[src/rtl/fit_pkg.sv]
`timescale 1ns/1ps
package fit_pkg;
  typedef struct packed {
    logic [3:0] ext;
    logic [1:0] per;
    logic       ie;
  } fit_ctrl_t;
endpackage

[src/rtl/fit_time_base.sv]
`timescale 1ns/1ps
module fit_time_base #(
  parameter int unsigned TB_W = 64
) (
  input  logic            clk_i,
  input  logic            rst_ni,
  input  logic            tick_i,
  output logic [TB_W-1:0] tb_o,
  output logic [TB_W-1:0] rise_o
);
  logic [TB_W-1:0] tb_q;
  logic [TB_W-1:0] tb_inc;

  assign tb_inc = tb_q + TB_W'(1);

  always_ff @(posedge clk_i or negedge rst_ni) begin
    if (!rst_ni)     tb_q <= '0;
    else if (tick_i) tb_q <= tb_inc;
  end

  // bits that go 0->1 on the next increment
  assign rise_o = ~tb_q & tb_inc;
  assign tb_o   = tb_q;

  assert_tb_step_R1: assert property (@(posedge clk_i) disable iff (!rst_ni)
    tick_i |=> tb_q == $past(tb_q) + TB_W'(1));
  assert_tb_hold_R1: assert property (@(posedge clk_i) disable iff (!rst_ni)
    !tick_i |=> $stable(tb_q));
endmodule

[src/rtl/fit_bit_select.sv]
`timescale 1ns/1ps
module fit_bit_select #(
  parameter int unsigned TB_W      = 64,
  parameter int unsigned IDX_W     = 6,
  parameter bit          EXT_MODE  = 1'b0,
  parameter logic [4*IDX_W-1:0] BIT_TABLE = '0
) (
  input  logic [1:0]       per_i,
  input  logic [3:0]       ext_i,
  output logic [IDX_W-1:0] sel_o
);
  generate
    if (EXT_MODE) begin : g_ext
      logic [5:0] mix;
      assign mix   = {ext_i, per_i};
      // mirrored index: 0 selects the top bit
      assign sel_o = IDX_W'(TB_W - 1) - IDX_W'(mix);
    end else begin : g_tbl
      logic [3:0] unused_ext;
      assign unused_ext = ext_i;
      assign sel_o = BIT_TABLE[per_i*IDX_W +: IDX_W];
    end
  endgenerate
endmodule

[src/rtl/fit_status.sv]
`timescale 1ns/1ps
module fit_status (
  input  logic clk_i,
  input  logic rst_ni,
  input  logic set_i,
  input  logic clr_i,
  input  logic ie_i,
  output logic st_o,
  output logic irq_o
);
  logic st_q;

  always_ff @(posedge clk_i or negedge rst_ni) begin
    if (!rst_ni)     st_q <= 1'b0;
    else if (set_i)  st_q <= 1'b1;   // event beats clear
    else if (clr_i)  st_q <= 1'b0;
  end

  assign st_o  = st_q;
  assign irq_o = st_q & ie_i;

  assert_set_sticky_R5: assert property (@(posedge clk_i) disable iff (!rst_ni)
    set_i |=> st_q);
  assert_set_over_clr_R7: assert property (@(posedge clk_i) disable iff (!rst_ni)
    (set_i && clr_i) |=> st_q);
  assert_w1c_R6: assert property (@(posedge clk_i) disable iff (!rst_ni)
    (clr_i && !set_i) |=> !st_q);
  assert_hold_R6: assert property (@(posedge clk_i) disable iff (!rst_ni)
    (!clr_i && !set_i) |=> $stable(st_q));
endmodule

[src/rtl/fit_interval_timer.sv]
`timescale 1ns/1ps
module fit_interval_timer #(
  parameter int unsigned TB_W     = 64,
  parameter int unsigned REG_W    = 32,
  parameter int unsigned PER_LSB  = 24,
  parameter int unsigned EXT_LSB  = 13,
  parameter int unsigned IE_POS   = 23,
  parameter int unsigned ST_POS   = 26,
  parameter bit          EXT_MODE = 1'b0,
  parameter logic [4*$clog2(TB_W)-1:0] BIT_TABLE = {6'd0, 6'd6, 6'd4, 6'd2}
) (
  input  logic                     clk_i,
  input  logic                     rst_ni,
  input  logic                     tick_i,
  input  logic                     ctrl_we_i,
  input  logic [REG_W-1:0]         ctrl_wdata_i,
  input  logic                     stat_we_i,
  input  logic [REG_W-1:0]         stat_wdata_i,
  output logic [TB_W-1:0]          tb_o,
  output logic [$clog2(TB_W)-1:0]  sel_idx_o,
  output logic                     fire_o,
  output logic                     stat_o,
  output logic                     irq_o
);
  import fit_pkg::*;

  localparam int unsigned IDX_W = $clog2(TB_W);

  fit_ctrl_t       ctrl_q;
  logic [TB_W-1:0] tb;
  logic [TB_W-1:0] rise;
  logic [IDX_W-1:0] sel;
  logic            fire;
  logic            fire_q;
  logic            clr;
  logic [IDX_W-1:0] sel_d;
  logic            unused_wdata;

  assign unused_wdata = ^{ctrl_wdata_i, stat_wdata_i};

  always_ff @(posedge clk_i or negedge rst_ni) begin
    if (!rst_ni) begin
      ctrl_q <= '0;
    end else if (ctrl_we_i) begin
      ctrl_q.ext <= ctrl_wdata_i[EXT_LSB +: 4];
      ctrl_q.per <= ctrl_wdata_i[PER_LSB +: 2];
      ctrl_q.ie  <= ctrl_wdata_i[IE_POS];
    end
  end

  fit_time_base #(.TB_W(TB_W)) i_tb (
    .clk_i  (clk_i),
    .rst_ni (rst_ni),
    .tick_i (tick_i),
    .tb_o   (tb),
    .rise_o (rise)
  );

  fit_bit_select #(
    .TB_W      (TB_W),
    .IDX_W     (IDX_W),
    .EXT_MODE  (EXT_MODE),
    .BIT_TABLE (BIT_TABLE)
  ) i_sel (
    .per_i (ctrl_q.per),
    .ext_i (ctrl_q.ext),
    .sel_o (sel)
  );

  // edge taken from the carry into the selected bit: selector changes cannot fire
  assign fire = tick_i & rise[sel];
  assign clr  = stat_we_i & stat_wdata_i[ST_POS];

  always_ff @(posedge clk_i or negedge rst_ni) begin
    if (!rst_ni) begin
      fire_q <= 1'b0;
      sel_d  <= '0;
    end else begin
      fire_q <= fire;
      sel_d  <= sel;
    end
  end

  fit_status i_stat (
    .clk_i  (clk_i),
    .rst_ni (rst_ni),
    .set_i  (fire),
    .clr_i  (clr),
    .ie_i   (ctrl_q.ie),
    .st_o   (stat_o),
    .irq_o  (irq_o)
  );

  assign tb_o      = tb;
  assign sel_idx_o = sel;
  assign fire_o    = fire_q;

  assert_fire_edge_R4: assert property (@(posedge clk_i) disable iff (!rst_ni)
    fire_q |-> (tb[sel_d] && ((tb & ((TB_W'(1) << sel_d) - TB_W'(1))) == '0)));
  assert_no_fire_idle_R9: assert property (@(posedge clk_i) disable iff (!rst_ni)
    !tick_i |=> !fire_q);
  assert_fire_sets_R5: assert property (@(posedge clk_i) disable iff (!rst_ni)
    fire_q |-> stat_o);
endmodule

[config.mk]
export PLATFORM = sky130hd
export DESIGN_NAME = fit_interval_timer
export DESIGN_NICKNAME = d
export VERILOG_FILES = /design/src/rtl/fit_pkg.sv /design/src/rtl/fit_time_base.sv /design/src/rtl/fit_bit_select.sv /design/src/rtl/fit_status.sv /design/src/rtl/fit_interval_timer.sv
export SDC_FILE = /design/constraint.sdc
export NUM_CORES = 1
export LEC_CHECK = 0
export ABC_AREA = 1
export BUFFER_PORTS_ARGS = -buffer_cell sky130_fd_sc_hd__buf_4
export CORE_ASPECT_RATIO = 0.7
export CORE_MARGIN = 1.5
export CORE_UTILIZATION = 55
export CTS_CLUSTER_DIAMETER = 150
export CTS_CLUSTER_SIZE = 20
export DETAILED_ROUTE_END_ITERATION = 16
export GPL_ROUTABILITY_DRIVEN = 0
export PLACE_DENSITY = 0.86
export RECOVER_POWER = 25
export SYNTH_ARGS = -nofsm -noshare
export SYNTH_HDL_FRONTEND = slang
export SYNTH_SLANG_ARGS = --single-unit
[constraint.sdc]
create_clock -name clk_i -period 2.6 [get_ports clk_i]
set_input_delay 0.26 -clock clk_i [delete_from_list [all_inputs] [get_ports clk_i]]
set_output_delay 0.26 -clock clk_i [all_outputs]
set_load 0.01 [all_outputs]
After elaboration in Yosys (flattened, before gate mapping)
Index checks and enable logic that the tools add are counted.
{"block": "classes", "n_shift": 1, "n_addsub": 1, "order_cmp": 1, "div_mod_pow": 0, "n_eq_ne": 0, "multipliers": 1, "muxes": 4, "n_bitwise": 5, "n_reduce_logical": 1}
{"op": "adder 64 x 1 -> 64 bit (second input constant)", "count": 1}
{"op": "bitwise AND 64 bit", "count": 1}
{"op": "NOT 64 bit", "count": 1}
{"op": "variable part select 24 x 6 -> 6 bit (first input constant)", "count": 1}
{"op": "< comparator 6 x 7 -> 1 bit (second input constant)", "count": 1}
{"op": "binary-select mux 1 bit (select 6 bit)", "count": 1}
{"op": "multiplier 2 x 2 -> 4 bit (second input constant)", "count": 1}
{"op": "bitwise AND 1 bit", "count": 3}
{"op": "two-way mux 1 bit", "count": 3}
{"op": "nonzero test 2 bit", "count": 1}
{"block": "word_totals", "inputBits": 69, "output_inout_bits": 73, "word_cells": 19, "latchBits": 0, "reg_bits": 69, "romBits": 0, "memories": 0, "ram_bits": 0}

Longest topological paths before layout
Gate-level depths: netlist (run 1).
{"block": "depth", "word_depth": 6, "mapped_depth": 12, "depth_no_buf": 12}

Cells and area by module
From an unflattened synthesis (run 1), not the netlist that was laid out.
{"block": "hier_totals", "hier_cells": 843, "hier_area_um2": 5699.2}
{"module": "fit_time_base", "seq_area_each_um2": 1601.5, "area_per_inst_um2": 4569.4, "instances": 1, "cells_each": 653}
{"module": "fit_interval_timer", "seq_area_each_um2": 200.2, "area_per_inst_um2": 1004.7, "instances": 1, "cells_each": 171}
{"module": "fit_bit_select", "seq_area_each_um2": 0.0, "area_per_inst_um2": 77.6, "instances": 1, "cells_each": 12}
{"module": "fit_status", "seq_area_each_um2": 25.0, "area_per_inst_um2": 47.5, "instances": 1, "cells_each": 7}

Worst setup path before layout (run 1)
No wires, ideal clock.
{"block": "synth_timing", "path_kind": "reg2reg", "startpoint": "register i_tb.tb_q[0], in the netlist i_tb.tb_o[0]", "endpoint": "register i_stat.st_q, in the netlist i_stat.st_o", "arrival_ns": 1.579, "n_path_buf": 0, "t_required_ns": 2.535, "path_stages_with_launch": 13, "setup_ns": 0.065, "setup_slack_ns": 0.956, "period_less_slack_ns": 1.644, "cell_sequence": "dfrtp_1 -> ha_1 -> nand2_1 -> nor2_4 -> nand2_1 -> inv_1 -> ha_1 -> nand2_1 -> nand2_1 -> a21oi_1 -> nor3_1 -> inv_1 -> nand2_1"}
{"block": "synth_via", "elab_chain_len": 6, "elab_cells_between_ends": 8, "cone_classes": "1 x add/sub; 3 x mux; 3 x bitwise; 1 x reduce/logical"}
{"item": "from (decl)", "line_no": "fit_time_base.sv:11", "rtl": "logic [TB_W-1:0] tb_q;"}
{"item": "from (signal assigned)", "line_no": "fit_time_base.sv:18", "rtl": "else if (tick_i) tb_q <= tb_inc;"}
{"item": "adder 64 x 1 -> 64 bit / NOT 64 bit (equally long branches)", "line_no": "fit_time_base.sv:14, fit_time_base.sv:22"}
{"item": "bitwise AND 64 bit *", "line_no": "fit_time_base.sv:22", "rtl": "assign rise_o = ~tb_q & tb_inc;"}
{"item": "binary-select mux 1 bit (select 6 bit) *", "line_no": "fit_interval_timer.sv:71", "rtl": "assign fire = tick_i & rise[sel];"}
{"item": "two-way mux 1 bit (implied by the code) *", "line_no": "fit_interval_timer.sv:71"}
{"item": "bitwise AND 1 bit *", "line_no": "fit_interval_timer.sv:71"}
{"item": "net fire", "line_no": "fit_interval_timer.sv:33", "rtl": "logic fire;"}
{"item": "two-way mux 1 bit / nonzero test 2 bit (equally long branches)"}
{"item": "to (signal assigned)", "line_no": "fit_status.sv:14", "rtl": "if (!rst_ni) st_q <= 1'b0;"}
{"item": "to (signal assigned)", "line_no": "fit_status.sv:15", "rtl": "else if (set_i) st_q <= 1'b1;"}
{"item": "to (signal assigned)", "line_no": "fit_status.sv:16", "rtl": "else if (clr_i) st_q <= 1'b0;"}
{"item": "to (decl)", "line_no": "fit_status.sv:11", "rtl": "logic st_q;"}
Mark *: on every way through the listed nets, which the timed path passes. The rest lies on a longest branch. The select of a mux whose other input is x is not followed.
A chain may end at the register's enable or synchronous reset.

Worst setup path in the final report (run 1)
{"block": "layout_timing", "startpoint": "register i_tb.tb_q[0], in the netlist i_tb.tb_o[0]", "endpoint": "register i_tb.tb_q[42], in the netlist i_tb.tb_o[42]"}
{"block": "layout_via", "elab_chain_len": 1}
{"item": "adder 64 x 1 -> 64 bit", "line_no": "fit_time_base.sv:14", "rtl": "assign tb_inc = tb_q + TB_W'(1);"}
No other way between the ends.

==> results of run 1 <==
## worst min-delay path: stages
cell and delay, ps:
buf_4 80, nand2_1 30, o21ai_0 60
## cell type report
type	instances	area, um2	share of cell area (%)
sequential	69	1730	34.2
multi-input combinational	426	2150	42.5
clock inverter	5	106	2.10
timing repair buffer	77	576	11.4
inverter	63	236	4.68
clock buffer	11	141	2.80
tap	98	123	2.43
## metal layers
layer  wire (um)  vias to the layer above
li1            -                     1922
met1        4690                     1827
met2        4740                      250
met3        1470                       43
met4         306                        0
met5           0                        -
## power breakdown
| part | total, mW | switching, mW | internal, mW |
|---|---|---|---|
| Combinational | 0.349 | 0.197 | 0.151 |
| Clock | 1.10 | 0.428 | 0.667 |
| Sequential | 1.21 | 0.0762 | 1.13 |
## cell families (layout without fill, tap and decap cells)
group / count (synthesis) / count (layout) / synth area share (%)
other cells: 1 / 4 / 0.0905
mux: 1 / 1 / 0.272
fa+ha+maj: 6 / 6 / 1.81
xor+xnor: 37 / 37 / 7.82
simple gates: 367 / 367 / 40.1
buf+inv: 69 / 156 / 6.80
flops: 69 / 69 / 41.7
compound gates: 11 / 11 / 1.45
## placed cells by master, fill, tap and decap left out, drive strengths merged
| master | count |
|---|---|
| o21ai | 8 |
| nand3b | 9 |
| nor3b | 2 |
| xnor2 | 19 |
| o211ai | 1 |
| and2 | 1 |
| nand4 | 19 |
| clkbuf | 12 |
| mux2 | 1 |
| bufinv | 3 |
| nor3 | 14 |
| nor2 | 103 |
| inv | 64 |
| nand3 | 24 |
| clkinvlp | 1 |
| ha | 6 |
| o21bai | 1 |
| nand2 | 195 |
| conb | 4 |
| dfrtp | 69 |
| xor2 | 18 |
| a21oi | 1 |
| buf | 76 |
## cells in the mapped netlist
library cell | count | share of area (%)
nand3b_1 | 9 | 1.6
o21ai_0 | 7 | 0.85
o21ai_1 | 1 | 0.12
inv_2 | 2 | 0.18
nand4_2 | 1 | 0.30
nor2_4 | 6 | 1.6
nand2_4 | 1 | 0.27
clkbuf_1 | 1 | 0.091
dfrtp_1 | 69 | 42
nand2_2 | 6 | 0.91
nor3b_2 | 1 | 0.30
nor2_8 | 1 | 0.48
buf_6 | 1 | 0.27
nor3_1 | 12 | 1.4
o211ai_1 | 1 | 0.18
nor3_2 | 2 | 0.48
and2_1 | 1 | 0.15
inv_1 | 61 | 5.5
nand3_2 | 2 | 0.48
xor2_1 | 18 | 3.8
o21bai_1 | 1 | 0.18
buf_4 | 4 | 0.72
nand4_1 | 18 | 2.7
ha_1 | 6 | 1.8
nand3_1 | 22 | 2.7
a21oi_1 | 1 | 0.12
nor2_1 | 89 | 8.1
mux2_2 | 1 | 0.27
conb_1 | 1 | 0.091
xnor2_1 | 19 | 4.0
nor2_2 | 7 | 1.1
nand2_1 | 188 | 17
nor3b_4 | 1 | 0.45
## flip-flops by register name, summed over array words and instances (netlist names)
register     cells
i_stat.st_o      1
i_tb.tb_o       64
fire_o           1
ctrl_q           3
## through the flow
step                      instances  area [um2]  hold WS [ps]
after global routing            749        5050           115
after detailed placement        733        4810           428
after floorplan                 564        4150         -35.6
final                           749        5050           107
after global placement          733        4810           420
after CTS                       749        5060          40.7
## how the worst min path moves through the flow
stage	from	cells past startpoint	slack, ps	endpoint
after floorplan	rst_ni	0	-40	ctrl_q[0]$_DFFE_PN0P_
after global placement	rst_ni	1	420	i_tb.tb_o[16]$_DFFE_PN0P_
after detailed placement	rst_ni	1	430	i_tb.tb_o[19]$_DFFE_PN0P_
after CTS	rst_ni	1	40	i_tb.tb_o[17]$_DFFE_PN0P_
after global routing	ctrl_wdata_i[24]	3	110	ctrl_q[1]$_DFFE_PN0P_
final	ctrl_wdata_i[24]	3	110	ctrl_q[1]$_DFFE_PN0P_
==> summary.md, run 1 <==
| Metric | Value |
|---|---|
| Setup WS post-layout | 627 ps |
| Clock Latency Late Sink | ~360 ps |
| NumNets Final | 721 |
| Final period util | 75.9% |
| Post-detailed-route wirelength per cell | around 15 um |
| Die X | 107 um |
| Initial antenna violation count | 0 |
| Static Leak | approximately 2.4 nW |
| Remaining Overflow, GRT | 0 |
| CTS tree | yes |
| Number of buffers created by CTS | 9 |
| First-pass GRT wire length | around 18 mm |
| Tot Pwr | 2.65 mW |
| Pwr dens | around 520 mW/mm2 |
| Max Buffers Root-to-Sink | 2 |
| Core area | about 0.0073 mm2 |
| Starting Density | a little under three fifths |
| GR peak layer | met2 |
| Root Buffer | clkbuf_8 |
| Worst-margin pin slew | 1670 ps |
| RSZ-0062 raised after global routing | no |
| CTS clock-pin slew for the worst setup and hold paths | 70 ps |
| Critical path peak fanout | 6 |
| CP Capture Type | flip-flop |
| Port bufs | 77 |
| Setup TNS | 0 ps |
| Post-CTS Setup Repair Bufs | 0 |
| Place WS | 713 ps |
| # diodes | 0 |
| Max H-tree Level | 3 |
| Die area | 0.00807 mm2 |
| Critical path arrival | 2220 ps |
| Seq cells post-synth | 69 |
| CP required | 2850 ps |
| Setup-failing EPs final | 0 |
| CTS Sinks | 69 |
| Synth unique cells | 33 |
| Min-Delay Path Class | input pin to flip-flop |
| Pre-antenna DRT Iters | 6 |
| Final ANT Viol Nets | 0 |
| CP bufs+invs | 0 |
| Worst r2r src | i_tb.tb_o[0]$_DFFE_PN0P_ |
| Post-Synthesis Cells | 561 |
| Status | complete, but fails checks |
| Largest net degree at the start of global routing | 70 |
| WP depth | 8 |
| Die Y | 75.6 um |
| Register area share after synthesis | 41.7% |
| Critical path's largest stage delay | 480 ps |
| Grt met2 use | a little under half |
| CP Launch Type | flip-flop |
| Post-DP HPWL | about 8.5 mm |
| FF-to-FF End | i_tb.tb_o[42]$_DFFE_PN0P_ |
| Skew final | about 7.3 ps |
| PostCTS Resize Cnt | 0 |
| Vias per cell | 5.40 |
| Fin util | 69.4% |
| Max cap viols | 1 |
| Fill cell count | 571 |
| Reg2Reg Setup Slack | 630 ps |
| Crit path to | i_tb.tb_o[42]$_DFFE_PN0P_ |
| Reg2reg path depth | 8 |
| Delay-heaviest family, CP | simple AND/OR/NAND/NOR gates |
| Final hold violations | 0 |
| Crit path cell chain | ha_1, nand2_1, nor2_4, nand4_2, nor2_2, nand2_1, o21ai_1, nand2_1 |
| Met1 usage in global routing | 41.4% |
| Vias in the first global route | 3752 |
| P&R area growth vs syn | 22.0% |
| Yosys warning count | 0 |
| Initial DRC Count | between 400 and 500 |
| Total GRT Usage | 29.9% |
| Rel. slew slack | -11.0% |
| Critical path origin | i_tb.tb_o[0]$_DFFE_PN0P_ |
| Synthesized area per cell | 7.38 um2 |
| Mapped Area | 0.00414 mm2 |
| Failing checks | max-capacitance violations, max-slew violations |
| WL final | 11.2 mm |
| IO Pins | 142 |
| Layout cells sized above 1 | about a fifth |
| Post-cts hold buffer count | 0 |
| Standard-cell rows | 26 |
| Worst setup path category | flip-flop to flip-flop |
| Met3 Usage GRT | 8.13% |
| CP dominant cell by count | nand2_1 |
| Fmax | 0.507 GHz |
| Slowest CP cell | dfrtp_1 |
| Final min period | 1970 ps |
| Number of remaining DRC errors | 0 |
| Max IR drop VDD | 0.000560 V |
| Slew Viols, Final | 70 |
| Via Count | slightly above 4000 |
Note: power is estimated with default switching activity, not from simulation.
==> inputs of run 2 (changes only) <==
--- a/config.mk
+++ b/config.mk
@@ -5,16 +5,16 @@
 export SDC_FILE = /design/constraint.sdc
 export NUM_CORES = 1
 export LEC_CHECK = 0
-export ABC_AREA = 1
+export ABC_AREA = 0
 export BUFFER_PORTS_ARGS = -buffer_cell sky130_fd_sc_hd__buf_4
 export CORE_ASPECT_RATIO = 0.7
 export CORE_MARGIN = 1.5
-export CORE_UTILIZATION = 55
+export CORE_UTILIZATION = 44
 export CTS_CLUSTER_DIAMETER = 150
 export CTS_CLUSTER_SIZE = 20
 export DETAILED_ROUTE_END_ITERATION = 16
 export GPL_ROUTABILITY_DRIVEN = 0
-export PLACE_DENSITY = 0.86
+export PLACE_DENSITY = 0.77
 export RECOVER_POWER = 25
 export SYNTH_ARGS = -nofsm -noshare
 export SYNTH_HDL_FRONTEND = slang
==> constraint.sdc (replaced) <==
create_clock -name clk_i -period 1.59 [get_ports clk_i]
set_input_delay 0.159 -clock clk_i [delete_from_list [all_inputs] [get_ports clk_i]]
set_output_delay 0.159 -clock clk_i [all_outputs]
set_load 0.01 [all_outputs]
==> run 2 against run 1 <==
  * Worst setup slack worse by 890 ps
  * Clock skew shrank 1.5 ps
  * Total power increased by 88%
  * Global-route usage fell by 3.8 points
  * Utilization rose by 9.4 points
  * Combinational power grew to 3.6 times the previous value
  * Die area up 4.5%
  * The run ends with negative setup slack left
  * Clock power increased by 51%
==> summary.md, run 2 <==
| Metric | Value |
|---|---|
| Critical path's largest stage delay | 420 ps (-60 ps) |
| Initial antenna violation count | 0 (unchanged) |
| Final period util | 116% (+40 points) |
| Die X | 109 um (+2.2%) |
| Die Y | 77.3 um (+2.2%) |
| Most frequent cells in the layout | buf_4 (186), dfrtp_1 (60), xor2_1 (35), nand2_1 (31), nand4_1 (22) |
| Final hold violations | 0 (unchanged) |
| Number of remaining DRC errors | 0 (unchanged) |
| Fin area | 0.00586 mm2 (+16%) |
| Starting Density | 46.6% (-10 points) |
| Largest net degree at the start of global routing | 38 (-46%) |
| Worst setup path category | flip-flop to flip-flop |
| Pre-antenna DRT Iters | 6 (unchanged) |
| Post-Synthesis Cells | 326 (-42%) |
| Largest family of logic cells by synthesized area | simple AND/OR/NAND/NOR gates |
| Setup WS post-layout | -260 ps (-887 ps) |
| Most frequent cells after synthesis | dfrtp_1 (69), xor2_1 (35), nand2_1 (32), nor2_1 (27), xnor2_1 (25) |
| Remaining Overflow, GRT | 0 (unchanged) |
| Commonest non-fill, non-tap cell in the layout | buf_4 |
| Post-Synth Simple-Gate Area | 26.8% (-13 points) |
| Synthesized area per cell | 10.6 um2 (+44%) |
| Post-DP HPWL | 7.11 mm (-17%) |
| Number of buffers created by CTS | 9 (unchanged) |
| CTS Sinks | 69 (unchanged) |
| Commonest register cell after synthesis | dfrtp_1 |
| CP dominant cell by count | buf_6 |
| Crit path cell chain | ha_4, nand4_4, buf_6, nor3_4, buf_4, and3_4, buf_6, xor2_1 |
| Final min period | 1850 ps (-123 ps) |
| Most frequent cell after synthesis | dfrtp_1 |
| Max reg flops | 64 (unchanged) |
| Top cell type's share of synthesized area | 49.8% (+8.1 points) |
| Register area share after synthesis | 49.8% (+8.1 points) |
| Ys async rst share | 100% (unchanged) |
| RSZ-0062 raised after global routing | yes |
| Max IR drop VDD | 0.000615 V (+9.7%) |
| Number of enable flip-flop cells after synthesis | 0 (unchanged) |
| Die area | 0.00843 mm2 (+4.5%) |
| CP Capture Type | flip-flop |
| Post-DP Area | 0.00500 mm2 (+4.0%) |
| First-pass GRT wire length | 16.9 mm (-7.2%) |
| Static Leak | 3.10 nW (+27%) |
| Final ANT Viol Nets | 0 (unchanged) |
| Via Count | 3466 (-14%) |
| Slew Viols, Final | 0 (-100%) |
| Compound-Gate Fraction of Synth Area | 1.08% (-0.37 points) |
| Status | complete, but fails checks |
| Layout cells sized above 1 | 56.3% (+37 points) |
| # diodes | 0 (unchanged) |
| Setup TNS | -7280 ps (-7280 ps) |
| NumNets Final | 612 (-15%) |
| P&R area growth vs syn | 69.1% |
| Critical path arrival | 2120 ps (-100 ps) |
| Seq cells post-synth | 69 (unchanged) |
| Port bufs | 77 (unchanged) |
| Vias in the first global route | 3484 (-7.1%) |
| Slowest CP cell | dfrtp_2 |
| Area leader, netlist | dfrtp_1 |
| Most area-consuming cells after synthesis | dfrtp_1 (50%), xor2_1 (8.8%), xnor2_1 (6.3%) |
| Synth unique cells | 37 (+12%) |
| Post-synthesis mux area share | 1.52% (+1.2 points) |
| CP required | 1860 ps (-990 ps) |
| XOR/XNOR share of the synthesized area | 15.2% (+7.3 points) |
| Core area | 0.00745 mm2 (+2.2%) |
| Worst-margin pin slew | 539 ps (-1130 ps) |
| Pwr dens | 852 mW/mm2 (+62%) |
| CTS tree | yes |
| Max cap viols | 0 (-1) |
| Vias per cell | 5.42 (+0.35%) |
| Initial DRC Count | 158 (-64%) |
| Critical path peak fanout | 5 (-1) |
| Total GRT Usage | 26.1% (-3.8 points) |
| Fin util | 78.7% (+9.4 points) |
| CP Launch Type | flip-flop |
| Max H-tree Level | 3 (unchanged) |
| Skew final | 5.83 ps (-1.50 ps) |
| CTS clock-pin slew for the worst setup and hold paths | 70 ps (about the same) |
| Tot Pwr | 5.00 mW (+88%) |
| Failing checks | negative setup slack |
| Clock Latency Late Sink | 350 ps (about the same) |
| Standard-cell rows | 26 (unchanged) |
| Max Buffers Root-to-Sink | 2 (unchanged) |
| Setup-failing EPs final | 49 (+49) |
| Yosys warning count | 0 (unchanged) |
| Min-Delay Path Class | input pin to flip-flop |
| Post-detailed-route wirelength per cell | 18.5 um (+24%) |
| Fmax | 0.540 GHz (+6.6%) |
| Rel. slew slack | 64.0% (+75 points) |
| Root Buffer | clkbuf_8 |
| IO Pins | 142 (unchanged) |
| WL final | 11.9 mm (+5.8%) |
| Place WS | -189 ps (-902 ps) |
| Synth Area in Adders | 2.16% (+0.35 points) |
| Mapped Area | 0.00347 mm2 (-16%) |
==> run 2: cells by family after synthesis <==
kind of cell	count (synthesis)
simple gates	158
flops	69
xor+xnor	60
buf+inv	21
fa+ha+maj	6
compound gates	6
mux	5
other cells	1
==> run 2: final timing paths <==
kind | start | end | slack (ps) | depth (start not counted)
worst max-delay path | i_tb.tb_o[0]$_DFFE_PN0P_ | i_tb.tb_o[12]$_DFFE_PN0P_ | -260 | 8
worst min-delay path | ctrl_wdata_i[24] | ctrl_q[1]$_DFFE_PN0P_ | 20 | 3
worst max register to register | i_tb.tb_o[0]$_DFFE_PN0P_ | i_tb.tb_o[12]$_DFFE_PN0P_ | -260 | 8
worst min register to register | i_tb.tb_o[58]$_DFFE_PN0P_ | i_tb.tb_o[58]$_DFFE_PN0P_ | 500 | 1
max in group asynchronous | rst_ni | i_tb.tb_o[1]$_DFFE_PN0P_ | 300 | 3
min in group asynchronous | rst_ni | i_tb.tb_o[14]$_DFFE_PN0P_ | 280 | 2
==> run 2: metal layers <==
| metal | GRT usage, % | part of all wire [%] | vias to the layer above |
|---|---|---|---|
| met5 | 0 | 0 | - |
| met2 | 42.9 | 50 | 132 |
| li1 | - | - | 1558 |
| met3 | 6.63 | 6.5 | 26 |
| met1 | 34.1 | 41 | 1750 |
| met4 | 7.24 | 2.1 | 0 |
==> run 2: cell type report <==
class | count | area, um2
clock buffer | 12 | 155
clock inverter | 4 | 70.1
fill | 445 | 1590
inverter | 10 | 37.5
multi-input combinational | 239 | 2090
sequential | 69 | 1740
tap | 98 | 123
timing repair buffer | 208 | 1650
==> run 2: what timing repair did <==
action	4_1_cts	5_1_grt
resized for setup	51	46
endpoints found under the hold margin	69	0
cloned	0	0
endpoints found under the setup margin	47	54
hold buffers	1	0
buffers inserted	12	13
pin swaps	25	39
==> run 2: where the power goes <==
part           internal, mW  total, mW  switching (mW)
sequential             1.89       2.07           0.173
combinational         0.697       1.27           0.571
clock                 0.965       1.66           0.696
total                  3.56       5.00            1.44
==> run 2: critical path, delay by kind of cell, from the launching register on <==
kind	cells	cell delay, ps
xor gates and xnor gates	1	160
adders and majority gates	1	170
buffers and inverters	3	420
DFF	1	420
and+or+nand+nor	3	600
==> run 2: stage by stage <==
step,std cells,hold slack (ps)
after global placement,600,-4.79
after detailed placement,600,-0.405
after CTS,629,9.32
after floorplan,329,-137
after global routing,640,46.5
final,640,22.4
